===== src/rtl/meter_pkg_types.sv =====
package meter_pkg_types;

  localparam logic [7:0] SYNC_HI    = 8'h80;
  localparam logic [2:0] CODE_CAL   = 3'b110;
  localparam logic [2:0] CODE_PFAIL = 3'b111;
  localparam logic [2:0] LAST_IDX   = 3'd5;
  localparam logic [2:0] PF_FIRST   = 3'd3;
  localparam logic [2:0] PF_SECOND  = 3'd4;
  localparam int         HDR_BYTES  = 4;

  typedef enum logic [1:0] {
    PH_IDLE,
    PH_LEAD,
    PH_SEND,
    PH_TRAIL
  } phase_t;

  // strobes from control to datapath
  typedef struct packed {
    logic       start;
    logic       emit;
    logic [7:0] byteSel;
    logic       finish;
  } strobes_t;

endpackage


===== src/rtl/meter_pkg_ctrl.sv =====
module meter_pkg_ctrl
  import meter_pkg_types::*;
#(
  parameter int LEAD_CLKS  = 11,
  parameter int TRAIL_CLKS = 12,
  parameter int BYTE_GAP   = 12,
  parameter int PKG_BYTES  = 16
) (
  input  logic     clk,
  input  logic     rstN,
  input  logic     startReq,
  output strobes_t strb
);

  localparam int LT_MAX   = (LEAD_CLKS > TRAIL_CLKS) ? LEAD_CLKS : TRAIL_CLKS;
  localparam int MAX_CLKS = (LT_MAX > BYTE_GAP) ? LT_MAX : BYTE_GAP;
  localparam int CNT_W    = $clog2(MAX_CLKS + 1);

  localparam logic [CNT_W-1:0] LEAD_LAST  = CNT_W'(LEAD_CLKS - 1);
  localparam logic [CNT_W-1:0] GAP_LAST   = CNT_W'(BYTE_GAP - 1);
  localparam logic [CNT_W-1:0] TRAIL_LAST = CNT_W'(TRAIL_CLKS - 1);
  localparam logic [7:0]       BYTE_LAST  = 8'(PKG_BYTES - 1);

  phase_t           phase, phaseNext;
  logic [CNT_W-1:0] cnt, cntNext;
  logic [7:0]       byteCnt, byteCntNext;

  always_comb begin
    phaseNext   = phase;
    cntNext     = cnt + 1'b1;
    byteCntNext = byteCnt;
    strb        = '0;
    unique case (phase)
      PH_IDLE: begin
        cntNext = '0;
        if (startReq) begin
          strb.start  = 1'b1;
          byteCntNext = '0;
          phaseNext   = PH_LEAD;
        end
      end
      PH_LEAD, PH_SEND: begin
        if ((phase == PH_LEAD && cnt == LEAD_LAST) ||
            (phase == PH_SEND && cnt == GAP_LAST)) begin
          strb.emit    = 1'b1;
          strb.byteSel = byteCnt;
          cntNext      = '0;
          if (byteCnt == BYTE_LAST) begin
            phaseNext = PH_TRAIL;
          end else begin
            byteCntNext = byteCnt + 8'd1;
            phaseNext   = PH_SEND;
          end
        end
      end
      PH_TRAIL: begin
        if (cnt == TRAIL_LAST) begin
          strb.finish = 1'b1;
          cntNext     = '0;
          phaseNext   = PH_IDLE;
        end
      end
      default: phaseNext = PH_IDLE;
    endcase
  end

  always_ff @(posedge clk or negedge rstN) begin
    if (!rstN) begin
      phase   <= PH_IDLE;
      cnt     <= '0;
      byteCnt <= '0;
    end else begin
      phase   <= phaseNext;
      cnt     <= cntNext;
      byteCnt <= byteCntNext;
    end
  end

endmodule


===== src/rtl/meter_pkg_datapath.sv =====
module meter_pkg_datapath
  import meter_pkg_types::*;
#(
  parameter int PAYLOAD_BYTES = 12,
  parameter int MODE_W        = 2
) (
  input  logic                       clk,
  input  logic                       rstN,
  input  strobes_t                   strb,
  input  logic                       calWait,
  input  logic                       pwrFail,
  input  logic [MODE_W-1:0]          modeIn,
  input  logic [7:0]                 statusIn,
  input  logic [8*PAYLOAD_BYTES-1:0] payloadIn,
  output logic [7:0]                 dataOut,
  output logic                       byteValid,
  output logic                       dataReady,
  output logic [2:0]                 pkgSel
);

  localparam int PAD_W = 8 - MODE_W;

  logic [2:0] normIdx;
  logic       pfSecond;
  logic [2:0] hdrCode;
  logic       calPkg;
  logic [7:0] payArr [PAYLOAD_BYTES];
  logic [7:0] paySel;
  logic [7:0] modeByte;
  logic [7:0] byteMux;

  // unpack payload bus into bytes
  for (genvar k = 0; k < PAYLOAD_BYTES; k++) begin : g_unpack
    assign payArr[k] = payloadIn[8*k +: 8];
  end

  if (PAD_W > 0) begin : g_modePad
    assign modeByte = {{PAD_W{1'b0}}, modeIn};
  end else begin : g_modeFull
    assign modeByte = modeIn[7:0];
  end

  always_comb begin
    paySel = '0;
    for (int k = 0; k < PAYLOAD_BYTES; k++) begin
      if (strb.byteSel == 8'(k + HDR_BYTES)) paySel = payArr[k];
    end
  end

  always_comb begin
    unique case (strb.byteSel)
      8'd0:    byteMux = SYNC_HI;
      8'd1:    byteMux = {5'b0, hdrCode};
      8'd2:    byteMux = modeByte;
      8'd3:    byteMux = statusIn;
      default: byteMux = calPkg ? 8'h00 : paySel;
    endcase
  end

  always_ff @(posedge clk or negedge rstN) begin
    if (!rstN) begin
      normIdx   <= '0;
      pfSecond  <= 1'b0;
      hdrCode   <= '0;
      calPkg    <= 1'b0;
      pkgSel    <= '0;
      dataReady <= 1'b0;
      dataOut   <= '0;
      byteValid <= 1'b0;
    end else begin
      byteValid <= strb.emit;
      dataOut   <= strb.emit ? byteMux : 8'h00;
      if (strb.start) begin
        dataReady <= 1'b1;
        if (pwrFail) begin
          hdrCode  <= CODE_PFAIL;
          calPkg   <= 1'b0;
          pkgSel   <= pfSecond ? PF_SECOND : PF_FIRST;
          pfSecond <= ~pfSecond;
        end else if (calWait) begin
          hdrCode <= CODE_CAL;
          calPkg  <= 1'b1;
          pkgSel  <= '0;
        end else begin
          hdrCode <= normIdx;
          calPkg  <= 1'b0;
          pkgSel  <= normIdx;
          normIdx <= (normIdx == LAST_IDX) ? 3'd0 : normIdx + 3'd1;
        end
      end else if (strb.finish) begin
        dataReady <= 1'b0;
      end
    end
  end

endmodule


===== src/rtl/meter_pkg_framer.sv =====
module meter_pkg_framer
  import meter_pkg_types::*;
#(
  parameter int LEAD_CLKS     = 11,
  parameter int TRAIL_CLKS    = 12,
  parameter int BYTE_GAP      = 12,
  parameter int PAYLOAD_BYTES = 12,
  parameter int MODE_W        = 2
) (
  input  logic                       clk,
  input  logic                       rstN,
  input  logic                       startReq,
  input  logic                       calWait,
  input  logic                       pwrFail,
  input  logic [MODE_W-1:0]          modeIn,
  input  logic [7:0]                 statusIn,
  input  logic [8*PAYLOAD_BYTES-1:0] payloadIn,
  output logic [7:0]                 dataOut,
  output logic                       byteValid,
  output logic                       dataReady,
  output logic [2:0]                 pkgSel
);

  localparam int PKG_BYTES = HDR_BYTES + PAYLOAD_BYTES;

  strobes_t strb;

  meter_pkg_ctrl #(
    .LEAD_CLKS (LEAD_CLKS),
    .TRAIL_CLKS(TRAIL_CLKS),
    .BYTE_GAP  (BYTE_GAP),
    .PKG_BYTES (PKG_BYTES)
  ) u_ctrl (
    .clk     (clk),
    .rstN    (rstN),
    .startReq(startReq),
    .strb    (strb)
  );

  meter_pkg_datapath #(
    .PAYLOAD_BYTES(PAYLOAD_BYTES),
    .MODE_W       (MODE_W)
  ) u_dp (
    .clk      (clk),
    .rstN     (rstN),
    .strb     (strb),
    .calWait  (calWait),
    .pwrFail  (pwrFail),
    .modeIn   (modeIn),
    .statusIn (statusIn),
    .payloadIn(payloadIn),
    .dataOut  (dataOut),
    .byteValid(byteValid),
    .dataReady(dataReady),
    .pkgSel   (pkgSel)
  );

endmodule


===== config.mk =====
export PLATFORM = sky130hd
export DESIGN_NAME = meter_pkg_framer
export DESIGN_NICKNAME = d
export VERILOG_FILES = /design/src/rtl/meter_pkg_types.sv /design/src/rtl/meter_pkg_ctrl.sv /design/src/rtl/meter_pkg_datapath.sv /design/src/rtl/meter_pkg_framer.sv
export SDC_FILE = /design/constraint.sdc
export NUM_CORES = 1
export LEC_CHECK = 0
export BUFFER_PORTS_ARGS = -buffer_cell sky130_fd_sc_hd__clkbuf_2
export CAP_MARGIN = 20
export CORE_ASPECT_RATIO = 0.8
export CORE_MARGIN = 8
export CORE_UTILIZATION = 50
export DETAILED_ROUTE_END_ITERATION = 8
export GPL_TIMING_DRIVEN = 0
export PLACE_DENSITY = 0.82
export SLEW_MARGIN = 30
export SYNTH_ARGS = -nofsm -noshare
export SYNTH_HDL_FRONTEND = slang
export SYNTH_SLANG_ARGS = --single-unit

===== constraint.sdc =====
create_clock -name clk -period 3.3 [get_ports clk]
set_input_delay 0.495 -clock clk [delete_from_list [all_inputs] [get_ports clk]]
set_output_delay 0.495 -clock clk [all_outputs]
set_load 0.01 [all_outputs]

==> impl_metrics.csv, run 1 <==
group,metric,value,unit
yosys,synth_top_family_by_area,"compound AO/OA/AOI/OAI gates",
final_layout,area_growth_syn_to_layout,28.0,%
cts,cts_buffers,5,
yosys,synth_mux_area_frac,0.0171,
sta,setup_viol,0,
sta,relSlewSlack,0.239,
worst_setup_path,cp-end-kind,"flip-flop",
status,status,"finished clean",
place,post-dp-hpwl,10.4,mm
worst_setup_path,crit_path_max_fanout,10,
floorplanning,core_area,5940,sq um
detailed_routing,drt_wl_total,13.1,mm
power,ir_drop,0.000226,V
place,gp_congestion,0.988,
final_layout,drive_gt1_frac,0.283,
yosys,synth_common_cells,"nand2_1, dfrtp_1, nor2_1",
worst_setup_path,critPathArrivalTime,3.41,ns
final_layout,nets,652,
cts,tritoncts,"built",
floorplanning,core.rowCount,25,
sta,hold_viol_final,0,
worst_setup_path,cp.required,3.44,ns
grt,grt_pass1_vias,3948,
yosys,synth_edf_count,0,
place,port_buffers,123,
yosys,yosysWarnings,0,
worst_setup_path,slowest_delay,0.60,ns
detailed_routing,firstDrtPassIters,5,
sta,rsz0062_at_grt,"false",
grt,grt_pass1_wl,20.3,mm
worst_setup_path,cp_slowest_cell,"nor4_2",
grt,grt_overflow,0,
place,placed_area,3800,sq um
yosys,synthAdderAreaFrac,0.0284,
sta,fin_skew,0.00569,ns
detailed_routing,num_vias,3909,
worst_setup_path,path_cells,"buf_6, nor4_2, clkbuf_2, clkbuf_2, nand4_1, a21oi_1, nor2_1, a221oi_1, o21ai_0",
floorplanning,die_w,104,microns
cts,clkTransAtPathRegs,0.08,ns
run,drv_cap,0,
yosys,synthFlopType,"dfrtp_1",
cts,clk_latency,0.28,ns
yosys,yosysSeqAreaShare,0.284,
floorplanning,floorplan.initialDensity,0.518,
power,total_power,0.907,mW
detailed_routing,avgViaCountPerCell,6.36,
yosys,synthSimpleGateAreaFrac,0.288,
detailed_routing,ant_nets,0,
grt,antenna_found_initial,0,
final_layout,final_cell_area,3940,sq um
yosys,yosysMostFrequentCell,"nand2_1",
sta,worst_pin_slew,1.13,ns
yosys,synth_cells,401,
yosys,avgSynthCellArea,7.68,sq um
sta,post-route-period-util,0.991,
cts,clock_tree.buffer_depth,2,
yosys,synth_compound_area_frac,0.303,
worst_setup_path,critPathMostFrequentCell,"clkbuf_2",
yosys,yosysTopAreaCell,"dfrtp_1",
worst_hold_path,hp-class,"input pin to asynchronous set/reset pin",
final_layout,fin_util,0.663,
worst_setup_path,timing.rr.start,"u_ctrl.byteCnt[4]$_DFFE_PN0P_",
cts,cts-root-buf,"clkbuf_8",
sta,fin_setup_tns,0,ns
worst_setup_path,start_kind,"flip-flop",
worst_setup_path,crit_path_start,"u_ctrl.byteCnt[4]$_DFFE_PN0P_",
floorplanning,die_h,86.2,microns
yosys,synth.distinct_cells,69,
worst_setup_path,crit_type,"flip-flop to flip-flop",
yosys,synthArstFlopShare,1.00,
power,p_leak,1.81,nW
worst_setup_path,reg2reg_depth,9,
power,power_per_cell_area,230,nW/um^2
cts,clock_sinks,35,
sta,fin_crit,3.27,ns
yosys,ys_seq_elements,35,
grt,track_usage,0.280,
detailed_routing,drt_iter0_drc,464,
sta,hold_ws,0.283,ns
floorplanning,io_pins,124,
yosys,synth.net_count,519,
worst_setup_path,r2r-end,"u_dp.dataOut[0]$_DFF_PN0_",
floorplanning,dieArea,8940,sq um
yosys,synth_area_leaders,"dfrtp_1, nand2_1, a21oi_1",
yosys,syn-cell-area,3080,sq um
final_layout,diodes,0,
sta,slew_violations,0,
cts,cts.htree.levels,2,
sta,fmax,306,MHz
yosys,synth_top_area_frac,0.284,
grt,grt_max_degree,36,
detailed_routing,wl_per_cell,21.3,microns
detailed_routing,drc,0,
yosys,synth-xor-area-share,0.0114,
worst_setup_path,rrSetupSlack,0.03,ns
worst max-delay path: cells and delay by family, from the launching register on:
kind | cells | cell delay, ns
compound gates | 3 | 0.94
simple gates | 3 | 1.01
buf+inv | 3 | 0.79
flops | 1 | 0.37
cell families after synthesis:
logic type / after synthesis
adders and majority gates: 7
buffers and inverters: 40
muxes: 5
and+or+nand+nor: 175
DFF: 35
AOI/OAI and AO/OA: 135
xor gates and xnor gates: 4
worst max path at each step:
stage | endpoint
after floorplan | u_dp.dataOut[6]$_DFF_PN0_
after global placement | u_dp.dataOut[0]$_DFF_PN0_
after detailed placement | u_dp.dataOut[0]$_DFF_PN0_
after CTS | u_dp.dataOut[0]$_DFF_PN0_
after global routing | u_dp.dataOut[0]$_DFF_PN0_
final | u_dp.dataOut[0]$_DFF_PN0_
sequential cells by signal, indices dropped and copies added, names as in the netlist:
name and count:
u_dp.byteValid 1, u_dp.dataReady 1, u_dp.calPkg 1, u_dp.pkgSel 3, u_dp.dataOut 8, u_dp.normIdx 3
u_ctrl.phase 2, u_dp.pfSecond 1, u_ctrl.cnt 4, u_ctrl.byteCnt 8, u_dp.hdrCode 3
through the flow:
step	worst slack [ns]	instances
after floorplan	0.388	401
after global placement	-0.489	605
after detailed placement	-0.309	605
after CTS	0.100	612
after global routing	0.0376	615
final	0.0313	615
what timing repair did:
item,CTS,global route
pin swaps,0,0
setup buffers,0,3
setup endpoints to repair,1,2
hold buffers,0,0
gates resized for setup,2,3
report_power, final:
group	switching, mW	internal (mW)
Clock	0.158	0.221
Sequential	0	0.429
Combinational	0.0448	0.0545
layout make-up:
type / instances / area (sq um)
tap: 81 / 101
clock buffer: 5 / 68.8
fill: 574 / 2000
buffer: 27 / 163
sequential: 35 / 876
timing repair buffer: 126 / 638
inverter: 13 / 48.8
clock inverter: 2 / 37.5
multi-input combinational: 326 / 2010
layout by cell type, fill, tap and decap left out, types with 9 or more instances in the layout:
| cell type | count |
|---|---|
| nand2_1 | 47 |
| inv_1 | 13 |
| nand3_1 | 19 |
| dfrtp_1 | 35 |
| nor2_1 | 30 |
| o21ai_0 | 26 |
| clkbuf_2 | 125 |
| clkbuf_1 | 17 |
| nor3_1 | 25 |
| nand4_1 | 10 |
| o22ai_1 | 9 |
| nor2b_1 | 11 |
| a21oi_1 | 26 |
routing by layer:
| layer | part of all wire | global-route usage | vias to the layer above | wire length (microns) |
|---|---|---|---|---|
| li1 | - | - | 1782 | - |
| met1 | 0.40 | 0.357 | 1800 | 5200 |
| met2 | 0.45 | 0.454 | 292 | 5910 |
| met4 | 0.021 | 0.0891 | 0 | 272 |
| met5 | 0 | 0 | - | 0 |
| met3 | 0.13 | 0.0749 | 35 | 1730 |
Power figures use the tool's default switching activity.
==> run 2: changes to the inputs <==
--- a/config.mk
+++ b/config.mk
@@ -9,11 +9,12 @@
 export CAP_MARGIN = 20
 export CORE_ASPECT_RATIO = 0.8
 export CORE_MARGIN = 8
-export CORE_UTILIZATION = 50
+export CORE_UTILIZATION = 49
 export DETAILED_ROUTE_END_ITERATION = 8
 export GPL_TIMING_DRIVEN = 0
-export PLACE_DENSITY = 0.82
+export PLACE_DENSITY = 0.81
 export SLEW_MARGIN = 30
 export SYNTH_ARGS = -nofsm -noshare
 export SYNTH_HDL_FRONTEND = slang
+export SYNTH_HIERARCHICAL = 1
 export SYNTH_SLANG_ARGS = --single-unit
==> impl_metrics.csv, run 2 <==
group,metric,value,unit
yosys,synth_mux_area_frac,0.141,
sta,hold_viol_final,0,
yosys,yosysWarnings,6,
floorplanning,core.rowCount,25,
final_layout,fin_util,0.657,
cts,clock_tree.buffer_depth,2,
yosys,yosysMostFrequentCell,"dfrtp_1",
final_layout,multi_input_area,2020,sq um
worst_setup_path,slowest_delay,0.54,ns
grt,antenna_found_initial,0,
floorplanning,io_pins,124,
yosys,synthArstFlopShare,1.00,
sta,slew_violations,0,
floorplanning,die_w,104,microns
detailed_routing,ant_nets,0,
place,dpl.cell_count,550,
worst_setup_path,start_kind,"flip-flop",
cts,clock_sinks,35,
worst_setup_path,crit_path_max_fanout,15,
grt,grt_max_degree,36,
final_layout,nets,595,
grt,grt_overflow,0,
final_layout,final_cell_area,3880,sq um
cts,clk_latency,0.29,ns
sta,rsz0062_at_grt,"false",
yosys,ys_seq_elements,35,
yosys,synth-xor-area-share,0.0116,
grt,track_usage,0.226,
place,post-dp-hpwl,8.16,mm
sta,post-route-period-util,0.955,
yosys,synthSimpleGateAreaFrac,0.223,
yosys,synth_top_family_by_area,"compound AO/OA/AOI/OAI gates",
final_layout,reg.largest.list,"u_ctrl/byteCnt x8, u_dp/dataOut x8, u_ctrl/cnt x4",
detailed_routing,firstDrtPassIters,5,
cts,cts_hold_buf,0,
detailed_routing,drt_iter0_drc,289,
yosys,avgSynthCellArea,8.71,sq um
grt,grt_pass1_wl,16.4,mm
yosys,syn-cell-area,3010,sq um
sta,relSlewSlack,0.484,
final_layout,drive_gt1_frac,0.382,
final_layout,regArea,876,sq um
yosys,synthFlopType,"dfrtp_1",
yosys,synth_common_cells,"dfrtp_1, nor2_1, nand2_1",
cts,cts.htree.levels,2,
floorplanning,core_area,5910,sq um
cts,cts_buffers,5,
detailed_routing,drt_wl_total,10.4,mm
sta,fmax,317,MHz
floorplanning,floorplan.initialDensity,0.510,
power,p_leak,1.76,nW
worst_setup_path,cp-end-kind,"flip-flop",
final_layout,area_growth_syn_to_layout,28.9,%
yosys,synth.net_count,465,
worst_setup_path,crit_type,"flip-flop to flip-flop",
detailed_routing,num_vias,3332,
cts,tritoncts,"built",
yosys,yosysSeqAreaShare,0.291,
yosys,synth_cells,346,
place,placed_area,3730,sq um
floorplanning,dieArea,8930,sq um
final_layout,diodes,0,
place,gp_congestion,0.932,
worst_setup_path,cp_slowest_cell,"or4_4",
yosys,synth_edf_count,0,
yosys,synthAdderAreaFrac,0.0332,
status,status,"finished clean",
detailed_routing,avgViaCountPerCell,5.97,
power,ir_drop,0.000559,V
sta,setup_viol,0,
sta,worst_pin_slew,0.774,ns
worst_setup_path,critPathArrivalTime,3.33,ns
yosys,yosysTopAreaCell,"dfrtp_1",
sta,fin_crit,3.15,ns
sta,fin_skew,0.00149,ns
grt,grt_pass1_vias,3273,
worst_setup_path,path_cells,"inv_1, ha_1, a22o_4, and3_1, buf_4, and2_1, or4_4, buf_6, o311a_4, o31ai_2, o22ai_1, a211o_1",
yosys,synth_compound_area_frac,0.252,
yosys,synth_area_leaders,"dfrtp_1, mux2_2, mux4_2",
cts,clkTransAtPathRegs,0.07,ns
yosys,synth.distinct_cells,64,
place,port_buffers,123,
run,drv_cap,0,
floorplanning,die_h,86.1,microns
final_layout,fill_cells,512,
yosys,synth_top_area_frac,0.291,
sta,fin_ws,0.149,ns
worst_hold_path,hp-class,"input pin to asynchronous set/reset pin",
cts,cts_setup_buffers,0,
cts,cts-root-buf,"clkbuf_8",
place,place_ws,-0.466,ns
worst_setup_path,cp.required,3.48,ns
detailed_routing,wl_per_cell,18.6,microns
final_layout,stdcell_count,558,
final_layout,layout_common_cells,"clkbuf_2, dfrtp_1, nor2_1",
detailed_routing,drc,0,
power,power_per_cell_area,448,nW/um^2
final_layout,final_common_cell,"clkbuf_2",
run 2: stage by stage:
stage	total power, mW	setup TNS [ns]	hold slack (ns)
finish	1.74	0	0.277
global route	1.88	0	0.338
CTS	1.75	0	0.330
detailed placement	1.40	-2.86	0.468
global placement	1.37	-2.20	0.465
floorplan	1.17	0	0.199
run 2: path summary, 6_finish.rpt:
path | to | depth (start not counted) | startpoint | slack [ns]
max | u_dp/dataOut[3]$_DFF_PN0_ | 12 | u_ctrl/phase[1]$_DFFE_PN0P_ | 0.15
min | u_dp/dataOut[3]$_DFF_PN0_ | 1 | rstN | 0.28
max reg2reg | u_dp/dataOut[3]$_DFF_PN0_ | 12 | u_ctrl/phase[1]$_DFFE_PN0P_ | 0.15
min reg2reg | u_dp/dataReady$_DFFE_PN0P_ | 1 | u_dp/dataReady$_DFFE_PN0P_ | 0.49
max in group asynchronous | u_ctrl/byteCnt[4]$_DFFE_PN0P_ | 1 | rstN | 2.54
min in group clk | u_dp/dataOut[3]$_DFF_PN0_ | 2 | statusIn[3] | 0.42
run 2: per-layer routing:
layer,up-vias,track usage,routed length [microns]
met5,-,0,0
met4,0,0.0682,114
met3,12,0.0622,958
met2,177,0.385,5160
met1,1585,0.273,4160
li1,1558,-,-
run 2: timing repair:
item	in CTS	in global routing
resized for setup	9	17
gates cloned	0	0
endpoints found under the setup margin	8	8
run 2: final cells by class:
type	instances	area share
Multi-Input combinational cell	277	0.520
Tap cell	81	0.0261
Sequential cell	35	0.225
Clock buffer	8	0.0258
Timing Repair Buffer	123	0.158
Inverter	13	0.0126
Buffer	21	0.0319
run 2: power breakdown:
group	switching [mW]	internal, mW	leakage [nW]
clock	0.154	0.190	0.0515
combinational	0.391	0.344	1.26
sequential	0.113	0.547	0.440
total	0.658	1.08	1.76
run 2: kinds of logic (layout without fill, tap and decap cells):
logic type / Yosys count / in the layout
and+or+nand+nor: 127 / 127
AOI/OAI and AO/OA: 105 / 105
DFF: 35 / 35
buffers and inverters: 34 / 165
muxes: 33 / 33
adders and majority gates: 8 / 8
xor gates and xnor gates: 4 / 4
run 2: critical path, delay by kind of cell, from the launching register on:
family | cells | cell delay [ns]
adders and majority gates | 1 | 0.20
AOI/OAI and AO/OA | 5 | 1.10
DFF | 1 | 0.39
and+or+nand+nor | 3 | 0.92
buffers and inverters | 3 | 0.43
==> run 3: changes to the inputs <==
--- a/config.mk
+++ b/config.mk
@@ -5,6 +5,7 @@
 export SDC_FILE = /design/constraint.sdc
 export NUM_CORES = 1
 export LEC_CHECK = 0
+export ABC_AREA = 1
 export BUFFER_PORTS_ARGS = -buffer_cell sky130_fd_sc_hd__clkbuf_2
 export CAP_MARGIN = 20
 export CORE_ASPECT_RATIO = 0.8
@@ -12,7 +13,7 @@
 export CORE_UTILIZATION = 49
 export DETAILED_ROUTE_END_ITERATION = 8
 export GPL_TIMING_DRIVEN = 0
-export PLACE_DENSITY = 0.81
+export PLACE_DENSITY = 0.82
 export SLEW_MARGIN = 30
 export SYNTH_ARGS = -nofsm -noshare
 export SYNTH_HDL_FRONTEND = slang
==> impl_metrics.csv, run 3 <==
group,metric,value,unit
sta,worst_pin_slew,0.744,ns
detailed_routing,drt_wl_total,9.10,mm
yosys,synthFlopType,"dfrtp_1",
yosys,syn-cell-area,2950,sq um
grt,grt_pass1_vias,3283,
final_layout,area_growth_syn_to_layout,27.7,%
cts,clock_sinks,35,
power,switching_share,0.374,
power,power.share.clock,0.250,
sta,rsz0062_at_grt,"false",
worst_setup_path,rrSetupSlack,0.56,ns
final_layout,diodes,0,
place,dpl.cell_count,672,
detailed_routing,drc,0,
floorplanning,die_h,85.4,microns
detailed_routing,drt_iter0_drc,153,
floorplanning,core.rowCount,25,
yosys,avgSynthCellArea,6.30,sq um
grt,antenna_found_initial,0,
cts,clkTransAtPathRegs,0.08,ns
cts,cts-resized-gates,0,
worst_setup_path,start_kind,"flip-flop",
power,p_seq_frac,0.409,
sta,hold_viol_final,0,
sta,relSlewSlack,0.504,
yosys,synth_edf_count,0,
final_layout,fill_cells,551,
run,drv_cap,0,
place,gp_congestion,0.895,
status,status,"finished clean",
sta,fin_setup_tns,0,ns
final_layout,final_common_cell,"nand2_1",
detailed_routing,firstDrtPassIters,5,
detailed_routing,ant_nets,0,
sta,fmax,365,MHz
cts,cts_buffers,5,
floorplanning,dieArea,8780,sq um
worst_hold_path,hp-class,"input pin to asynchronous set/reset pin",
yosys,ys_seq_elements,35,
detailed_routing,num_vias,3318,
cts,cts.htree.levels,2,
worst_setup_path,cp-end-kind,"flip-flop",
final_layout,layout_common_cells,"nand2_1, clkbuf_2, inv_1",
yosys,synth.distinct_cells,34,
final_layout,drive_gt1_frac,0.282,
yosys,synth_area_leaders,"dfrtp_1, nand2_1, inv_1",
final_layout,regArea,876,sq um
yosys,synth.net_count,587,
final_layout,stdcell_count,680,
grt,track_usage,0.213,
detailed_routing,wl_per_cell,13.4,microns
power,power_per_cell_area,361,nW/um^2
sta,slew_violations,0,
yosys,yosysWarnings,6,
cts,cts_hold_buf,0,
worst_setup_path,critPathArrivalTime,2.95,ns
cts,cts-root-buf,"clkbuf_8",
power,p_comb_frac,0.341,
final_layout,multi_input_area,1750,sq um
floorplanning,floorplan.initialDensity,0.504,
final_layout,reg.largest.list,"u_ctrl/byteCnt x8, u_dp/dataOut x8, u_ctrl/cnt x4",
grt,grt_overflow,0,
floorplanning,io_pins,124,
power,p_int,0.851,mW
yosys,yosysTopAreaCell,"dfrtp_1",
final_layout,fin_util,0.644,
cts,tritoncts,"built",
floorplanning,core_area,5850,sq um
cts,clock_tree.buffer_depth,2,
yosys,yosysMostFrequentCell,"nand2_1",
grt,grt_pass1_wl,15.0,mm
yosys,synth_common_cells,"nand2_1, inv_1, nor2_1",
yosys,yosysSeqAreaShare,0.297,
final_layout,nets,717,
power,ir_drop,0.000309,V
sta,fin_skew,0.00541,ns
cts,cts_setup_buffers,0,
place,post-dp-hpwl,7.65,mm
worst_setup_path,crit_path_max_fanout,10,
worst_setup_path,crit_type,"flip-flop to flip-flop",
power,net-switching-power,0.508,mW
sta,setup_viol,0,
floorplanning,die_w,103,microns
yosys,synth_top_area_frac,0.297,
detailed_routing,avgViaCountPerCell,4.88,
yosys,synthArstFlopShare,1.00,
place,port_buffers,123,
worst_setup_path,cp.required,3.51,ns
sta,post-route-period-util,0.830,
power,p_leak,2.08,nW
sta,fin_crit,2.74,ns
grt,grt_max_degree,36,
yosys,synth_cells,468,
cts,clk_latency,0.30,ns
## run 3: cell types whose count changed after synthesis, sizes merged, moves of 7 or more
cell    delta
and2      -11
and3       -8
buf       -11
clkbuf     -8
inv       +66
mux2      -15
mux2i     -12
nand2    +145
nand2b     -9
nand3      +9
nand4     +15
nor2      +31
nor2b      -8
o22ai      -7
## run 3: layout make-up
cell class	instances	area share
multi-input combinational	350	0.466
sequential	35	0.233
timing repair buffer	123	0.163
inverter	81	0.0807
tap	81	0.0269
clock buffer	6	0.0219
clock inverter	2	0.00432
buffer	2	0.00432
## run 3: logic make-up (layout without fill, tap and decap cells)
kind of cell | Yosys count | after routing | synth area share
compound gates | 54 | 54 | 0.108
xor+xnor | 5 | 5 | 0.0148
fa+ha+maj | 8 | 8 | 0.0339
buf+inv | 83 | 214 | 0.109
flops | 35 | 35 | 0.297
simple gates | 283 | 283 | 0.438
## run 3: worst max-delay path, cell delays in order (launching register included)
cell and delay (ns):
dfrtp_1 0.43, inv_1 0.13, ha_1 0.16, nand4_1 0.16
nand2_2 0.11, nand2_2 0.12, nor2_1 0.24, nand2_1 0.20
inv_1 0.25, nand2_1 0.23, inv_1 0.24, a21oi_1 0.07
nand3_1 0.09, nand2_1 0.06, a21oi_2 0.16
## run 3: power by group through the flow
stage	registers (mW)	logic, mW	clock network, mW
floorplan	0.560	0.295	0
global placement	0.557	0.445	0
detailed placement	0.563	0.458	0
CTS	0.555	0.464	0.342
global route	0.566	0.529	0.361
finish	0.556	0.463	0.340
## run 3: path summary, 6_finish.rpt
check,startpoint,endpoint,cells after the start
max reg2reg,u_ctrl/phase[0]$_DFFE_PN0P_,u_dp/dataOut[7]$_DFF_PN0_,14
min reg2reg,u_ctrl/cnt[0]$_DFF_PN0_,u_ctrl/cnt[0]$_DFF_PN0_,1
min in group clk,statusIn[3],u_dp/dataOut[3]$_DFF_PN0_,5
min,rstN,u_dp/dataOut[3]$_DFF_PN0_,1
max,u_ctrl/phase[0]$_DFFE_PN0P_,u_dp/dataOut[7]$_DFF_PN0_,14
max in group asynchronous,rstN,u_ctrl/byteCnt[6]$_DFFE_PN0P_,1
## run 3: layer usage
layer / track usage / wire [microns] / part of all wire / vias up
met4: 0.0550 / 139 / 0.015 / 0
met2: 0.359 / 4520 / 0.50 / 99
met5: 0 / 0 / 0 / -
met3: 0.0425 / 486 / 0.053 / 13
li1: - / - / - / 1730
met1: 0.269 / 3960 / 0.43 / 1476
## run 3: through the flow
stage	area [sq um]	hold WS [ns]	total power [mW]	setup WS [ns]
floorplan	2950	0.199	0.856	0.938
global placement	3670	0.467	1.00	0.664
detailed placement	3670	0.471	1.02	0.589
CTS	3770	0.315	1.36	0.563
global route	3770	0.323	1.46	0.250
finish	3770	0.259	1.36	0.559
